### config.mk
export PLATFORM = sky130hd
export DESIGN_NAME = cache_err_router
export DESIGN_NICKNAME = d
export VERILOG_FILES = /design/src/rtl/cer_pkg.sv /design/src/rtl/cer_classify.sv /design/src/rtl/cer_ctrl.sv /design/src/rtl/cer_status.sv /design/src/rtl/cer_trap_seq.sv /design/src/rtl/cache_err_router.sv
export SDC_FILE = /design/constraint.sdc
export NUM_CORES = 1
export LEC_CHECK = 0
export BUFFER_PORTS_ARGS = -buffer_cell sky130_fd_sc_hd__buf_2
export CORE_AREA = 4 4 77 79
export CTS_BUF_LIST = sky130_fd_sc_hd__clkbuf_16
export DETAILED_ROUTE_END_ITERATION = 8
export DIE_AREA = 0 0 81 83
export MAX_ROUTING_LAYER = met4
export PLACE_DENSITY = 0.81
export SETUP_SLACK_MARGIN = 0.1
export SYNTH_ARGS = -nofsm -noshare
export SYNTH_HDL_FRONTEND = slang
export SYNTH_SLANG_ARGS = --single-unit
### constraint.sdc
create_clock -name clk -period 1.9 [get_ports clk]
set_clock_uncertainty 0.05 [all_clocks]
set_input_delay 0.095 -clock clk [delete_from_list [all_inputs] [get_ports clk]]
set_output_delay 0.095 -clock clk [all_outputs]
set_load 0.005 [all_outputs]
### src/rtl/cer_pkg.sv
`timescale 1ns/1ps
package cer_pkg;
    localparam int CLS_W  = 3;
    localparam int SRC_W  = 2;
    localparam int OP_W   = 3;
    localparam int N_CLS  = 5;
    localparam int N_SRC  = 4;
    localparam int ST_W   = N_CLS * N_SRC;
    localparam int DECC_W = 9;
    localparam int TECC_W = 4;

    // enable register field positions (decoded by software)
    localparam int EN_CE    = 0;
    localparam int EN_NC    = 1;
    localparam int EN_FAST  = 3;
    localparam int DVAL_LO  = 4;
    localparam int DFORCE   = 13;
    localparam int TVAL_LO  = 14;
    localparam int TFORCE   = 18;

    typedef enum logic [CLS_W-1:0] {
        CL_HWCOR = 3'd0, CL_SWCOR = 3'd1, CL_UNCOR = 3'd2,
        CL_TMO   = 3'd3, CL_BERR  = 3'd4
    } cls_e;

    typedef enum logic [SRC_W-1:0] {
        SR_CDATA = 2'd0, SR_CTAG = 2'd1, SR_BDATA = 2'd2, SR_BTAG = 2'd3
    } src_e;

    typedef enum logic [OP_W-1:0] {
        OP_IFETCH = 3'd0, OP_LOAD  = 3'd1, OP_ATOMIC  = 3'd2, OP_MERGE = 3'd3,
        OP_WBACK  = 3'd4, OP_COPYOUT = 3'd5, OP_IVEC = 3'd6
    } op_e;

    typedef enum logic [1:0] {
        DS_IDLE = 2'd0, DS_PEND = 2'd1, DS_HELD = 2'd2
    } dstate_e;
endpackage

### src/rtl/cer_classify.sv
`timescale 1ns/1ps
module cer_classify
    import cer_pkg::*;
(
    input  logic              valid,
    input  logic [CLS_W-1:0]  cls_i,
    input  logic [SRC_W-1:0]  src_i,
    input  logic [OP_W-1:0]   op_i,
    input  logic              en_ce,
    input  logic              en_nc,
    input  logic              en_fast,
    output logic              hit_fast,
    output logic              hit_iacc,
    output logic              hit_dacc,
    output logic              hit_disr,
    output logic [ST_W-1:0]   stat_set
);
    cls_e cls;
    op_e  op;
    logic from_bus, rd_op, flush_op, vec_op, sys_err, fix_err, soft_or_hard;

    always_comb begin
        cls          = cls_e'(cls_i);
        op           = op_e'(op_i);
        from_bus     = src_i[1];
        rd_op        = (op == OP_IFETCH) || (op == OP_LOAD) || (op == OP_ATOMIC);
        flush_op     = (op == OP_MERGE) || (op == OP_WBACK) || (op == OP_COPYOUT);
        vec_op       = (op == OP_IVEC);
        soft_or_hard = (cls == CL_SWCOR) || (cls == CL_UNCOR);
        sys_err      = from_bus && ((cls == CL_UNCOR) || (cls == CL_TMO) || (cls == CL_BERR));
        fix_err      = (cls == CL_HWCOR);

        hit_fast = valid && en_fast && !from_bus && soft_or_hard && rd_op;
        hit_iacc = valid && en_nc && sys_err && (op == OP_IFETCH);
        hit_dacc = valid && en_nc && sys_err && ((op == OP_LOAD) || (op == OP_ATOMIC));
        hit_disr = valid && ((en_nc && sys_err && (flush_op || vec_op)) ||
                             (en_ce && fix_err && ((from_bus && rd_op) || flush_op || vec_op)));

        stat_set = '0;
        if (valid && (int'(cls_i) < N_CLS))
            stat_set[int'(cls_i) * N_SRC + int'(src_i)] = 1'b1;
    end
endmodule

### src/rtl/cer_ctrl.sv
`timescale 1ns/1ps
module cer_ctrl
    import cer_pkg::*;
#(
    parameter int REG_W = 32
) (
    input  logic              clk,
    input  logic              rst_n,
    input  logic              we,
    input  logic [REG_W-1:0]  wdata,
    output logic [REG_W-1:0]  en_q,
    input  logic [DECC_W-1:0] calc_d,
    input  logic [TECC_W-1:0] calc_t,
    output logic [DECC_W-1:0] out_d,
    output logic [TECC_W-1:0] out_t
);
    localparam logic [REG_W-1:0] IMPL_MASK = REG_W'(
        (1 << EN_CE) | (1 << EN_NC) | (1 << EN_FAST) |
        (((1 << DECC_W) - 1) << DVAL_LO) | (1 << DFORCE) |
        (((1 << TECC_W) - 1) << TVAL_LO) | (1 << TFORCE));

    always_ff @(posedge clk) begin
        if (!rst_n)  en_q <= '0;
        else if (we) en_q <= wdata & IMPL_MASK;
    end

    always_comb begin
        out_d = en_q[DFORCE] ? en_q[DVAL_LO +: DECC_W] : calc_d;
        out_t = en_q[TFORCE] ? en_q[TVAL_LO +: TECC_W] : calc_t;
    end

    // injection value follows the force field, not the computed bits
    p_force_data_r12: assert property (@(posedge clk) disable iff (!rst_n)
        (en_q[DFORCE] && $stable(en_q)) |-> (out_d == $past(out_d)));
    p_unused_zero_r1: assert property (@(posedge clk) disable iff (!rst_n)
        ((en_q & ~IMPL_MASK) == '0));
endmodule

### src/rtl/cer_status.sv
`timescale 1ns/1ps
module cer_status
    import cer_pkg::*;
(
    input  logic            clk,
    input  logic            rst_n,
    input  logic [ST_W-1:0] set_i,
    input  logic [ST_W-1:0] clr_i,
    output logic [ST_W-1:0] stat_q
);
    always_ff @(posedge clk) begin
        if (!rst_n) stat_q <= '0;
        else        stat_q <= (stat_q & ~clr_i) | set_i;
    end

    p_sticky_r9: assert property (@(posedge clk) disable iff (!rst_n)
        1'b1 |=> ((stat_q & $past(stat_q & ~clr_i)) == $past(stat_q & ~clr_i)));
    p_set_wins_r9: assert property (@(posedge clk) disable iff (!rst_n)
        1'b1 |=> ((stat_q & $past(set_i)) == $past(set_i)));
endmodule

### src/rtl/cer_trap_seq.sv
`timescale 1ns/1ps
module cer_trap_seq
    import cer_pkg::*;
(
    input  logic clk,
    input  logic rst_n,
    input  logic hit_fast,
    input  logic hit_iacc,
    input  logic hit_dacc,
    input  logic hit_disr,
    input  logic ack,
    output logic trap_fast,
    output logic trap_iacc,
    output logic trap_dacc,
    output logic trap_disr
);
    dstate_e st_q, st_d;
    logic    sync_hit;
    logic [2:0] sync_q;

    assign sync_hit = hit_fast || hit_iacc || hit_dacc;

    // next state
    always_comb begin
        st_d = st_q;
        unique case (st_q)
            DS_IDLE: if (hit_disr) st_d = sync_hit ? DS_HELD : DS_PEND;
            DS_PEND: begin
                if (sync_hit)                st_d = DS_HELD;
                else if (ack && !hit_disr)   st_d = DS_IDLE;
            end
            DS_HELD: if (!sync_hit) st_d = DS_PEND;
            default: st_d = DS_IDLE;
        endcase
    end

    // state register
    always_ff @(posedge clk) begin
        if (!rst_n) st_q <= DS_IDLE;
        else        st_q <= st_d;
    end

    // synchronous trap pulses with fixed priority
    always_ff @(posedge clk) begin
        if (!rst_n) sync_q <= '0;
        else        sync_q <= {hit_fast,
                               hit_iacc && !hit_fast,
                               hit_dacc && !hit_fast && !hit_iacc};
    end

    // outputs
    always_comb begin
        trap_fast = sync_q[2];
        trap_iacc = sync_q[1];
        trap_dacc = sync_q[0];
        trap_disr = (st_q == DS_PEND);
    end

    p_sync_onehot_r10: assert property (@(posedge clk) disable iff (!rst_n)
        $onehot0({trap_fast, trap_iacc, trap_dacc}));
    p_disr_masked_r11: assert property (@(posedge clk) disable iff (!rst_n)
        (trap_fast || trap_iacc || trap_dacc) |-> !trap_disr);
    p_hold_pending_r11: assert property (@(posedge clk) disable iff (!rst_n)
        (st_q == DS_PEND && !ack) |=> (st_q != DS_IDLE));
    p_pulse_once_r10: assert property (@(posedge clk) disable iff (!rst_n)
        $past(!hit_fast) |-> !trap_fast);
endmodule

### src/rtl/cache_err_router.sv
`timescale 1ns/1ps
module cache_err_router
    import cer_pkg::*;
#(
    parameter int NLANE = 2,
    parameter int REG_W = 32
) (
    input  logic                   clk,
    input  logic                   rst_n,
    input  logic                   en_we,
    input  logic [REG_W-1:0]       en_wdata,
    output logic [REG_W-1:0]       en_rdata,
    input  logic [NLANE-1:0]       ev_valid,
    input  logic [CLS_W*NLANE-1:0] ev_class,
    input  logic [SRC_W*NLANE-1:0] ev_src,
    input  logic [OP_W*NLANE-1:0]  ev_op,
    input  logic [ST_W-1:0]        stat_clr,
    output logic [ST_W-1:0]        stat_q,
    input  logic                   disr_ack,
    output logic                   trap_fast,
    output logic                   trap_iacc,
    output logic                   trap_dacc,
    output logic                   trap_disr,
    input  logic [DECC_W-1:0]      calc_data_ecc,
    input  logic [TECC_W-1:0]      calc_tag_ecc,
    output logic [DECC_W-1:0]      wr_data_ecc,
    output logic [TECC_W-1:0]      wr_tag_ecc
);
    logic [NLANE-1:0] l_fast, l_iacc, l_dacc, l_disr;
    logic [ST_W-1:0]  l_set [NLANE];
    logic [ST_W-1:0]  set_all;

    cer_ctrl #(.REG_W(REG_W)) u_ctrl (
        .clk(clk), .rst_n(rst_n), .we(en_we), .wdata(en_wdata), .en_q(en_rdata),
        .calc_d(calc_data_ecc), .calc_t(calc_tag_ecc),
        .out_d(wr_data_ecc), .out_t(wr_tag_ecc)
    );

    for (genvar g = 0; g < NLANE; g++) begin : g_lane
        cer_classify u_cls (
            .valid   (ev_valid[g]),
            .cls_i   (ev_class[g*CLS_W +: CLS_W]),
            .src_i   (ev_src[g*SRC_W +: SRC_W]),
            .op_i    (ev_op[g*OP_W +: OP_W]),
            .en_ce   (en_rdata[EN_CE]),
            .en_nc   (en_rdata[EN_NC]),
            .en_fast (en_rdata[EN_FAST]),
            .hit_fast(l_fast[g]),
            .hit_iacc(l_iacc[g]),
            .hit_dacc(l_dacc[g]),
            .hit_disr(l_disr[g]),
            .stat_set(l_set[g])
        );
    end

    always_comb begin
        set_all = '0;
        for (int i = 0; i < NLANE; i++) set_all = set_all | l_set[i];
    end

    cer_status u_stat (
        .clk(clk), .rst_n(rst_n), .set_i(set_all), .clr_i(stat_clr), .stat_q(stat_q)
    );

    cer_trap_seq u_seq (
        .clk(clk), .rst_n(rst_n),
        .hit_fast(|l_fast), .hit_iacc(|l_iacc), .hit_dacc(|l_dacc), .hit_disr(|l_disr),
        .ack(disr_ack),
        .trap_fast(trap_fast), .trap_iacc(trap_iacc),
        .trap_dacc(trap_dacc), .trap_disr(trap_disr)
    );

    p_no_trap_disabled_r13: assert property (@(posedge clk) disable iff (!rst_n)
        (en_rdata[EN_FAST] == 1'b0 && en_rdata[EN_NC] == 1'b0 && !en_we)
            |=> !(trap_fast || trap_iacc || trap_dacc));
    p_fast_enabled_r2: assert property (@(posedge clk) disable iff (!rst_n)
        trap_fast |-> $past(en_rdata[EN_FAST]));
endmodule

---- Word-level counts from Yosys, hierarchy flattened ----
Index checks and enable logic that the tools add are counted.
word-level totals
  bits in registers ....................... 43
  input bits .............................. 87
  output and inout bits ................... 69
  word-level logic and storage cells ...... 134
cells by class
  add/sub/neg operators ................... 2
  $lt $le $gt $ge ......................... 6
  equal/unequal tests ..................... 25
  mux-type cells .......................... 14
  bitwise operators ....................... 4
  reduce and logical (&&, ||, !) cells .... 79
operator list
  operator             number
  $ge 32x1->1 const B  2
  $lt 32x7->1 const B  2
  $mux 20              2
  $or 20x20->20        2
  $logic_and 1x1->1    38
  $logic_or 1x1->1     26
  $eq 3x2->1 const B   8
  $eq 3x3->1 const B   8
  $and 20x20->20       1
  $not 20->20          1
  $add 5x2->6          2
  $eq 3x1->1 const B   4
  $logic_not 3->1      4
  $demux 1 s5          2
  $mux 2               5
  $mux 9               1
  $reduce_or 2->1      4
  $lt 3x3->1 const B   2
  $pmux 2 s3           1
  $logic_not 1->1      5
  $mux 4               1
  $ne 3x1->1 const B   1
  $reduce_and 3->1     1
  $eq 2x1->1 const B   1
  5 further kinds      6

---- Longest topological paths before layout ----
Gate-level depths: netlist (run 1).
  word-level depth ........................ 15
  mapped depth ............................ 5
  mapped depth without buffers ............ 5

---- Hierarchy ----
A second synthesis (run 1) with hierarchy kept.
second synthesis, totals
  cell total of the unflattened synthesis .. 286
  area total of the unflattened synthesis .. 2513.7 sq um
modules (own cells, without submodules)
  module            times used  cells each  area each (sq um)  sequential area each (sq um)
  cer_ctrl          1           86          954.7              360.3
  cer_status        1           62          698.2              400.4
  cer_classify      2           49          256.5              0.0
  cer_trap_seq      1           16          197.7              100.1
  cache_err_router  1           24          150.1              0.0

---- Least setup slack after synthesis (run 1) ----
Ideal clock, no wire load.
  path kind ............................... register to register
  from .................................... register u_ctrl.en_q[1]
  to ...................................... register u_seq.st_q[1]
  library setup time ...................... 66 ps
  data arrival time ....................... 1171 ps
  required time ........................... 1784 ps
  setup slack ............................. 613 ps
  cell stages (with the launch flop) ...... 5
  path buffers ............................ 0
  period minus slack after synthesis ...... 1287 ps
  path through ............................ dfxtp_1 > o2111ai_1 > o41a_1 > a31oi_1 > a21boi_2
between the ends
  longest elaborated chain between the ends .. 9
  elaborated cells on any way between the ends .. 31
  classes of those cells .................. eq/ne: 3; mux: 4; reduce/logical: 24
ends and longest elaborated chain
  what                                                   line                                                        source
  start, declared                                        cer_ctrl.sv:11                                              output logic [REG_W-1:0] en_q,
  start signal, assigned                                 cer_ctrl.sv:24                                              else if (we) en_q <= wdata & IMPL_MASK;
  $logic_and 1x1->1 (on tied branches) (2 in a row)      cer_classify.sv:34, cer_classify.sv:35, cer_classify.sv:36
  $logic_and 1x1->1 or $logic_or 1x1->1 (tied branches)  cer_classify.sv:34, cer_classify.sv:36
  $reduce_or 2->1 or $logic_and 1x1->1 (tied branches)   cache_err_router.sv:67, cer_classify.sv:36
  $logic_or 1x1->1 or $reduce_or 2->1 (tied branches)    cer_trap_seq.sv:21, cache_err_router.sv:67
  $logic_or 1x1->1 or $logic_not 1->1 (tied branches)    cer_trap_seq.sv:21, cer_trap_seq.sv:30
  $mux 2 or $logic_and 1x1->1 (tied branches)            cer_trap_seq.sv:27, cer_trap_seq.sv:30
  $mux 2 or $ne 3x1->1 (tied branches)                   -
  $pmux 2 s3 or $reduce_and 3->1 (tied branches)         -
  end signal, assigned                                   cer_trap_seq.sv:40                                          else st_q <= st_d;
  end, declared                                          cer_trap_seq.sv:17                                          dstate_e st_q, st_d;
Several ways; a longest one is shown, not always the timed one. The select of a mux whose other input is x is not followed.
A chain may end at the register's enable or synchronous reset.

---- Final worst setup path (run 1) ----
  from .................................... register u_ctrl.en_q[13]
  to ...................................... output wr_data_ecc[4]
between the ends
  longest elaborated chain between the ends .. 1
ends and longest elaborated chain
  what           line                    source
  $mux 9         cer_ctrl.sv:28          out_d = en_q[DFORCE] ? en_q[DVAL_LO +: DECC_W] : calc_d;
  end, declared  cache_err_router.sv:26  output logic [DECC_W-1:0] wr_data_ecc,
Every way passes these cells.

==> key figures, run 1 <==
Synth
  • Number of synthesized register bits: 43
  • Synth Warn #: 0
  • Netlist cell types: 39
  • Number of flops mapped to enable cells by yosys: 0
  • Seq/Total Area, Yosys: 0.3737
  • Syn Inst Count: 248
  • Predominant post-synthesis flop cell: dfxtp_1
  • Syn Area/Cell: 9.288 sq um
  • Post-Syn Area: 0.002303 sq mm
  • Ys async rst share: 0

Critical path
  • CP max stage delay: 0.60 ns
  • Crit-path cells: mux2_2, buf_2
  • CP bufs+invs: 1
  • CP required: 1.75 ns
  • FF-to-FF setup slack: 0.42 ns
  • Crit path capture type: primary output
  • Cells on worst reg2reg path: 4
  • Setup crit start kind: flop
  • RR Startpoint: u_ctrl.en_q[1]
  • Critical Path AT: 1.40 ns
  • Top delay family on crit path: flip-flops
  • Setup CP Type: reg -> out
  • Slowest-stage cell, CP: dfxtp_1
  • Crit path max fanout: 11
  • RR Endpoint: u_seq.st_q[1]

Global route
  • Gr ovfl total: 0
  • First-pass GRT wire length: 9653 microns
  • Vias in the first global route: 2195
  • Total track usage: 0.1832
  • Initial antenna violation count: 0
  • Largest net degree at the start of global routing: 23

Routing
  • Drt total wl: 6055 microns
  • 1st-iter DRT viols: between 100 and 150
  • DRT Pass-1 Iters: 4
  • Max Used Layer: met4
  • Met1 Routed Length: 2491 microns
  • Met2 routed WL: about 3000 microns
  • DRT antenna net count: 0
  • Via/cell ratio: 5.000
  • Met3 WL: 469 microns
  • Wire per inst: 13.64 microns
  • DR vias: 2220
  • DRC Markers: 0

Finish
  • Area delta synth->final: 32.97%
  • FF+latch area: approximately 860 sq um
  • Ant diodes: 0
  • Multi-input gate area: 0.001328 sq mm
  • # fillers: between 500 and 600
  • Commonest non-fill, non-tap cell in the layout: buf_2
  • Fin nets: 459
  • Layout cell share with drive strength beyond 1: 0.4086
  • Commonest non-fill, non-tap cells in the layout: buf_2 (127), dfxtp_1 (43), nor2b_1 (40), o22ai_1 (22), o21a_1 (21)

STA
  • Tcrit/Tclk final: 0.8134
  • Worst-Margin Slew: 0.5147 ns
  • RSZ-0062 raised after global routing: false
  • Fmax achieved: 647.1 MHz
  • Setup TNS: 0 ns
  • Hold slack: 0.03106 ns
  • Count of final hold-check violations: 0
  • Slew Limit Fails: 0
  • Final Setup Violations: 0
  • Max_slew headroom: 0.6569
  • Final Critical Period: between 1.5 and 2 ns

Die
  • Row cnt: 27
  • Starting Density: 0.4316
  • Die ar.: 0.006723 sq mm
  • I/O pin count: 156
  • Die width: 81 microns
  • Die height: 83 microns
  • Core area: ~0.0053 sq mm

Power and ir drop
  • Final Power: slightly above 2 mW
  • Power Dens Cells: around 680 mW/mm^2
  • Leak pwr: about 1.5 nW
  • VDD IR max: just over 0.5 mV

Clocking
  • CTS root buf: clkbuf_16
  • CTS Sinks: 43
  • Cts hold-fix bufs: 0
  • CTS tree: done
  • Post-CTS Resized: 0
  • Worst skew pair latency: 0.27 ns
  • Setup bufs post-CTS: 0
  • H-Tree Depth: 2
  • TritonCTS Buffers: 5
  • Clk buf depth: 2
  • Clock transition at path regs: 0.05 ns

Hold path
  • Min-delay worst type: in -> reg
  • Worst hold start: en_wdata[13]
  • Hold path endpoint: u_ctrl.en_q[13]
  • Hold path depth: 3

Flow run
  • Max-cap violations: 0

Placement
  • GPL Wtd Cong: 0.8933
  • DP Wirelength: approximately 5000 microns
  • Number of port buffers: 127

Run status
  • Outcome: finished, final reports clean
==> cells by family (layout without fill, tap and decap cells) <==
family / after synthesis / count (layout) / share of synthesized area
AOI/OAI and AO/OA: 56 / 56 / 0.1738
and+or+nand+nor: 86 / 86 / 0.2189
other: 1 / 14 / 0.001628
xor gates and xnor gates: 5 / 5 / 0.01901
DFF: 43 / 43 / 0.3737
muxes: 31 / 31 / 0.1418
buffers and inverters: 26 / 137 / 0.07116
==> through the flow <==
stage	setup slack (ns)	std cells	instance area, sq um	utilization
6_report	0.3546	444	3063	0.5738
4_1_cts	0.3318	444	3063	0.5738
3_5_place_dp	0.3397	437	2929	0.5488
2_1_floorplan	0.6129	261	2352	-
5_1_grt	0.2669	444	3063	0.5738
3_3_place_gp	0.4163	437	2929	0.5488
==> cell usage after synthesis (2+ instances only) <==
library cell / n / area (sq um)
clkbuf_1: 5 / 18.77
nand3_1: 7 / 35.03
or3_1: 2 / 12.51
nand2b_1: 3 / 18.77
mux2_2: 13 / 146.4
o21a_1: 21 / 157.7
buf_4: 17 / 127.6
mux2i_1: 18 / 180.2
o2111ai_1: 2 / 17.52
a211oi_1: 2 / 15.01
xor2_1: 2 / 17.52
dfxtp_1: 43 / 860.8
nor3b_1: 3 / 22.52
nand2_1: 11 / 41.29
inv_1: 2 / 7.510
nand3b_1: 3 / 22.52
nor2b_1: 40 / 250.2
o22ai_1: 22 / 137.6
nor2_1: 9 / 33.78
buf_2: 2 / 10.01
xnor2_1: 3 / 26.28
==> worst max-delay path by stage <==
stage	start	end	cells after the start
final	u_ctrl.en_q[13]	wr_data_ecc[4]	2
after global routing	u_ctrl.en_q[13]	wr_data_ecc[4]	2
after detailed placement	ev_class[4]	u_seq.st_q[0]	6
after global placement	ev_class[4]	u_seq.st_q[0]	6
after floorplan	u_ctrl.en_q[1]	u_seq.st_q[1]	4
after CTS	u_ctrl.en_q[13]	wr_data_ecc[4]	2
==> worst min-delay path: cells and delay by family <==
family        cells  cell delay, ns
buf+inv           1            0.07
mux               1            0.06
simple gates      1            0.09
==> area by class of cell <==
| type | instances | area share |
|---|---|---|
| clock buffer | 5 | 0.04085 |
| clock inverter | 2 | 0.002859 |
| inverter | 2 | 0.002451 |
| multi-input combinational | 192 | 0.4334 |
| sequential | 43 | 0.2810 |
| tap | 72 | 0.02941 |
| timing repair buffer | 128 | 0.2100 |
==> report_power, final <==
| part | switching (mW) | internal, mW | leakage (nW) |
|---|---|---|---|
| clock network | 0.318 | 0.472 | 0.0671 |
| registers | 0.0250 | 0.932 | 0.351 |
| logic | 0.154 | 0.173 | 1.04 |
==> routing by layer <==
layer / global-route usage / up-vias
li1: - / 1103
met1: 0.2165 / 1015
met2: 0.3002 / 94
met3: 0.04338 / 8
met4: 0.06452 / 0
met5: - / -
==> registers in the layout, indices dropped and copies added (netlist names) <==
| name | flops |
|---|---|
| u_seq.sync_q | 3 |
| u_seq.st_q | 2 |
| u_stat.stat_q | 20 |
| u_ctrl.en_q | 18 |
(Power assumes the default switching activity.)
==> run 2: changes to the inputs <==
--- a/config.mk
+++ b/config.mk
@@ -6,12 +6,12 @@
 export NUM_CORES = 1
 export LEC_CHECK = 0
 export BUFFER_PORTS_ARGS = -buffer_cell sky130_fd_sc_hd__buf_2
-export CORE_AREA = 4 4 77 79
+export CORE_AREA = 4 4 80 82
 export CTS_BUF_LIST = sky130_fd_sc_hd__clkbuf_16
 export DETAILED_ROUTE_END_ITERATION = 8
-export DIE_AREA = 0 0 81 83
+export DIE_AREA = 0 0 84 86
 export MAX_ROUTING_LAYER = met4
-export PLACE_DENSITY = 0.81
+export PLACE_DENSITY = 0.75
 export SETUP_SLACK_MARGIN = 0.1
 export SYNTH_ARGS = -nofsm -noshare
 export SYNTH_HDL_FRONTEND = slang
==> constraint.sdc (replaced) <==
create_clock -name clk -period 1.43 [get_ports clk]
set_clock_uncertainty 0.05 [all_clocks]
set_input_delay 0.0715 -clock clk [delete_from_list [all_inputs] [get_ports clk]]
set_output_delay 0.0715 -clock clk [all_outputs]
set_load 0.005 [all_outputs]
==> run 2 against run 1 <==
  * Setup slack got worse by 0.27 ns
  * Die area increased by 7.5%
  * Count of clock-buffer cells in the layout unchanged
  * Design area increased by 8.5%
  * Worst hold slack got worse by 0.026 ns
  * Non-clock buffer count increased by 14
  * Final cell count increased by 3.8%
  * First-iteration DRC count increased by 36%
  * Routed wire length increased by 9.5%
  * Via count increased by 3.8%
  * Core utilization increased by 0.48 points
  * Clock power increased by 34%
  * Critical path type is now reg -> reg
  * Critical endpoint is now u_seq.st_q[1]
  * Largest cell class unchanged
  * Highest routed layer unchanged
==> key figures, run 2 (synthesized netlist as in run 1, its figures left out) <==
Routing
  • DRT Pass-1 Iters: 4 (unchanged)
  • DRT antenna net count: 0 (unchanged)
  • Via/cell ratio: 4.998 (about the same)
  • Wire per inst: 14.39 microns (+5.5%)
  • 1st-iter DRT viols: 151 (+36%)
  • DR vias: 2304 (+3.8%)
  • Drt total wl: 6632 microns (+9.5%)
  • DRC Markers: 0 (unchanged)

STA
  • Final Setup Violations: 0 (unchanged)
  • Max_slew headroom: 0.6374 (-0.01943)
  • Setup TNS: 0 ns (unchanged)
  • Tcrit/Tclk final: 0.9406
  • Worst-Margin Slew: 0.5438 ns (+0.02914 ns)
  • Slew Limit Fails: 0 (unchanged)
  • Count of final hold-check violations: 0 (unchanged)
  • Final Critical Period: 1.345 ns
  • Fmax achieved: 743.5 MHz
  • RSZ-0062 raised after global routing: true
  • Final WS setup: 0.08493 ns (-0.2696 ns)

Finish
  • Commonest non-fill, non-tap cells in the layout: buf_2 (118), nor2b_1 (40), dfxtp_1 (40), o22ai_1 (22), o21a_1 (21)
  • Layout cell share with drive strength beyond 1: 0.4404 (+0.03181)
  • Commonest non-fill, non-tap cell in the layout: buf_2
  • Max reg flops: 20 (unchanged)
  • Most flop-heavy register: u_stat.stat_q
  • Fin nets: 473 (+3.1%)
  • Ant diodes: 0 (unchanged)
  • Largest registers: u_stat.stat_q: 20 flops, u_ctrl.en_q: 18 flops, u_seq.sync_q: 3 flops
  • Area delta synth->final: 44.32%

Die
  • Die width: 84 microns (+3.7%)
  • I/O pin count: 156 (unchanged)
  • Die ar.: 0.007224 sq mm (+7.5%)
  • Die height: 86 microns (+3.6%)
  • Core area: 0.005746 sq mm (+7.6%)
  • Row cnt: 28 (+3.7%)
  • Starting Density: 0.4009 (-0.03064)

Critical path
  • Critical Path AT: 1.47 ns (+0.07 ns)
  • Crit path max fanout: 4 (-7)
  • CP required: 1.55 ns (-0.20 ns)
  • Setup crit start kind: flop
  • Slowest-stage cell, CP: dfxtp_4
  • Crit path capture type: flop
  • Crit-path cells: and4b_1, o211ai_1, o41a_1, a31oi_1, a21boi_2
  • CP max stage delay: 0.36 ns (-0.24 ns)
  • Setup CP Type: reg -> reg

Global route
  • Gr ovfl total: 0 (unchanged)
  • Initial antenna violation count: 0 (unchanged)
  • Vias in the first global route: 2230 (+1.6%)
  • Largest net degree at the start of global routing: 23 (unchanged)
  • Total track usage: 0.1779 (-0.005391)
  • First-pass GRT wire length: 10280 microns (+6.5%)

Power and ir drop
  • Leak pwr: 1.591 nW (+9.3%)
  • VDD IR max: 0.5195 mV (+2.4%)
  • Power Dens Cells: 861.1 mW/mm^2 (+27%)

Placement
  • DP Wirelength: 4946 microns (+1.8%)
  • Number of port buffers: 127 (unchanged)
  • GPL Wtd Cong: 0.8731 (-2.3%)
  • Post-place setup slack: -0.01239 ns (-0.3521 ns)

Clocking
  • Clk buf depth: 2 (unchanged)
  • TritonCTS Buffers: 5 (unchanged)
  • H-Tree Depth: 2 (unchanged)
  • CTS root buf: clkbuf_16
  • CTS Sinks: 43 (unchanged)
  • Worst skew pair latency: 0.28 ns (about the same)
  • CTS tree: done
  • Clock transition at path regs: 0.06 ns (about the same)

Flow run
  • Max-cap violations: 0 (unchanged)

Run status
  • Outcome: finished, final reports clean

Hold path
  • Min-delay worst type: in -> reg
## run 2: final timing paths
kind	from	endpoint	slack, ns	cells after the start
min reg2reg	u_seq.st_q[0]	u_seq.st_q[1]	0.45	2
min	en_wdata[10]	u_ctrl.en_q[10]	0.005	3
max	u_ctrl.en_q[1]	u_seq.st_q[1]	0.08	5
max reg2reg	u_ctrl.en_q[1]	u_seq.st_q[1]	0.08	5
## run 2: per-layer routing
layer | global-route usage | share of wire | vias to the layer above
met5 | - | 0 | -
met4 | 0.05263 | 0.017 | 0
met3 | 0.03939 | 0.063 | 8
met2 | 0.2921 | 0.50 | 91
met1 | 0.2199 | 0.42 | 1069
li1 | - | - | 1136
## run 2: area by class of cell
type | instances | area, sq um
multi-input cells | 192 | 1389
clock buffers | 5 | 125.1
well taps | 75 | 93.84
fillers | 538 | 2421
clock inverters | 2 | 8.758
flip-flops and latches | 43 | 867.1
repair buffers | 142 | 833.3
inverters | 2 | 7.507
## run 2: metrics by stage
| stage | cell area, sq um | power, mW | instances | hold WS, ns | util |
|---|---|---|---|---|---|
| floorplan | 2352 | 1.542 | 261 | 0.1662 | - |
| global placement | 3020 | 1.745 | 450 | 0.2774 | 0.5257 |
| detailed placement | 3020 | 1.758 | 450 | 0.2846 | 0.5257 |
| CTS | 3238 | 2.853 | 461 | 0.0001399 | 0.5636 |
| global route | 3324 | 3.012 | 461 | 0.009355 | 0.5786 |
| finish | 3324 | 2.863 | 461 | 0.005211 | 0.5786 |
## run 2: power breakdown
group / internal, mW / total, mW / switching, mW / leakage (nW)
clock network: 0.628 / 1.06 / 0.434 / 0.0671
logic: 0.297 / 0.532 / 0.235 / 1.17
registers: 1.24 / 1.27 / 0.0302 / 0.352
## run 2: critical path: cells and delay by family, from the launching register on
kind / cells / cell delay, ns
AND/OR/NAND/NOR: 1 / 0.21
flip-flops: 1 / 0.36
AO/OA/AOI/OAI: 4 / 0.63
## run 2: what timing repair did
item / 4_1_cts / 5_1_grt
pin swaps: 5 / 4
endpoints found under the hold margin: 2 / 0
setup buffers: 1 / 0
resized for setup: 13 / 17
gates cloned: 1 / 0
endpoints found under the setup margin: 16 / 12
hold buffers: 2 / 0
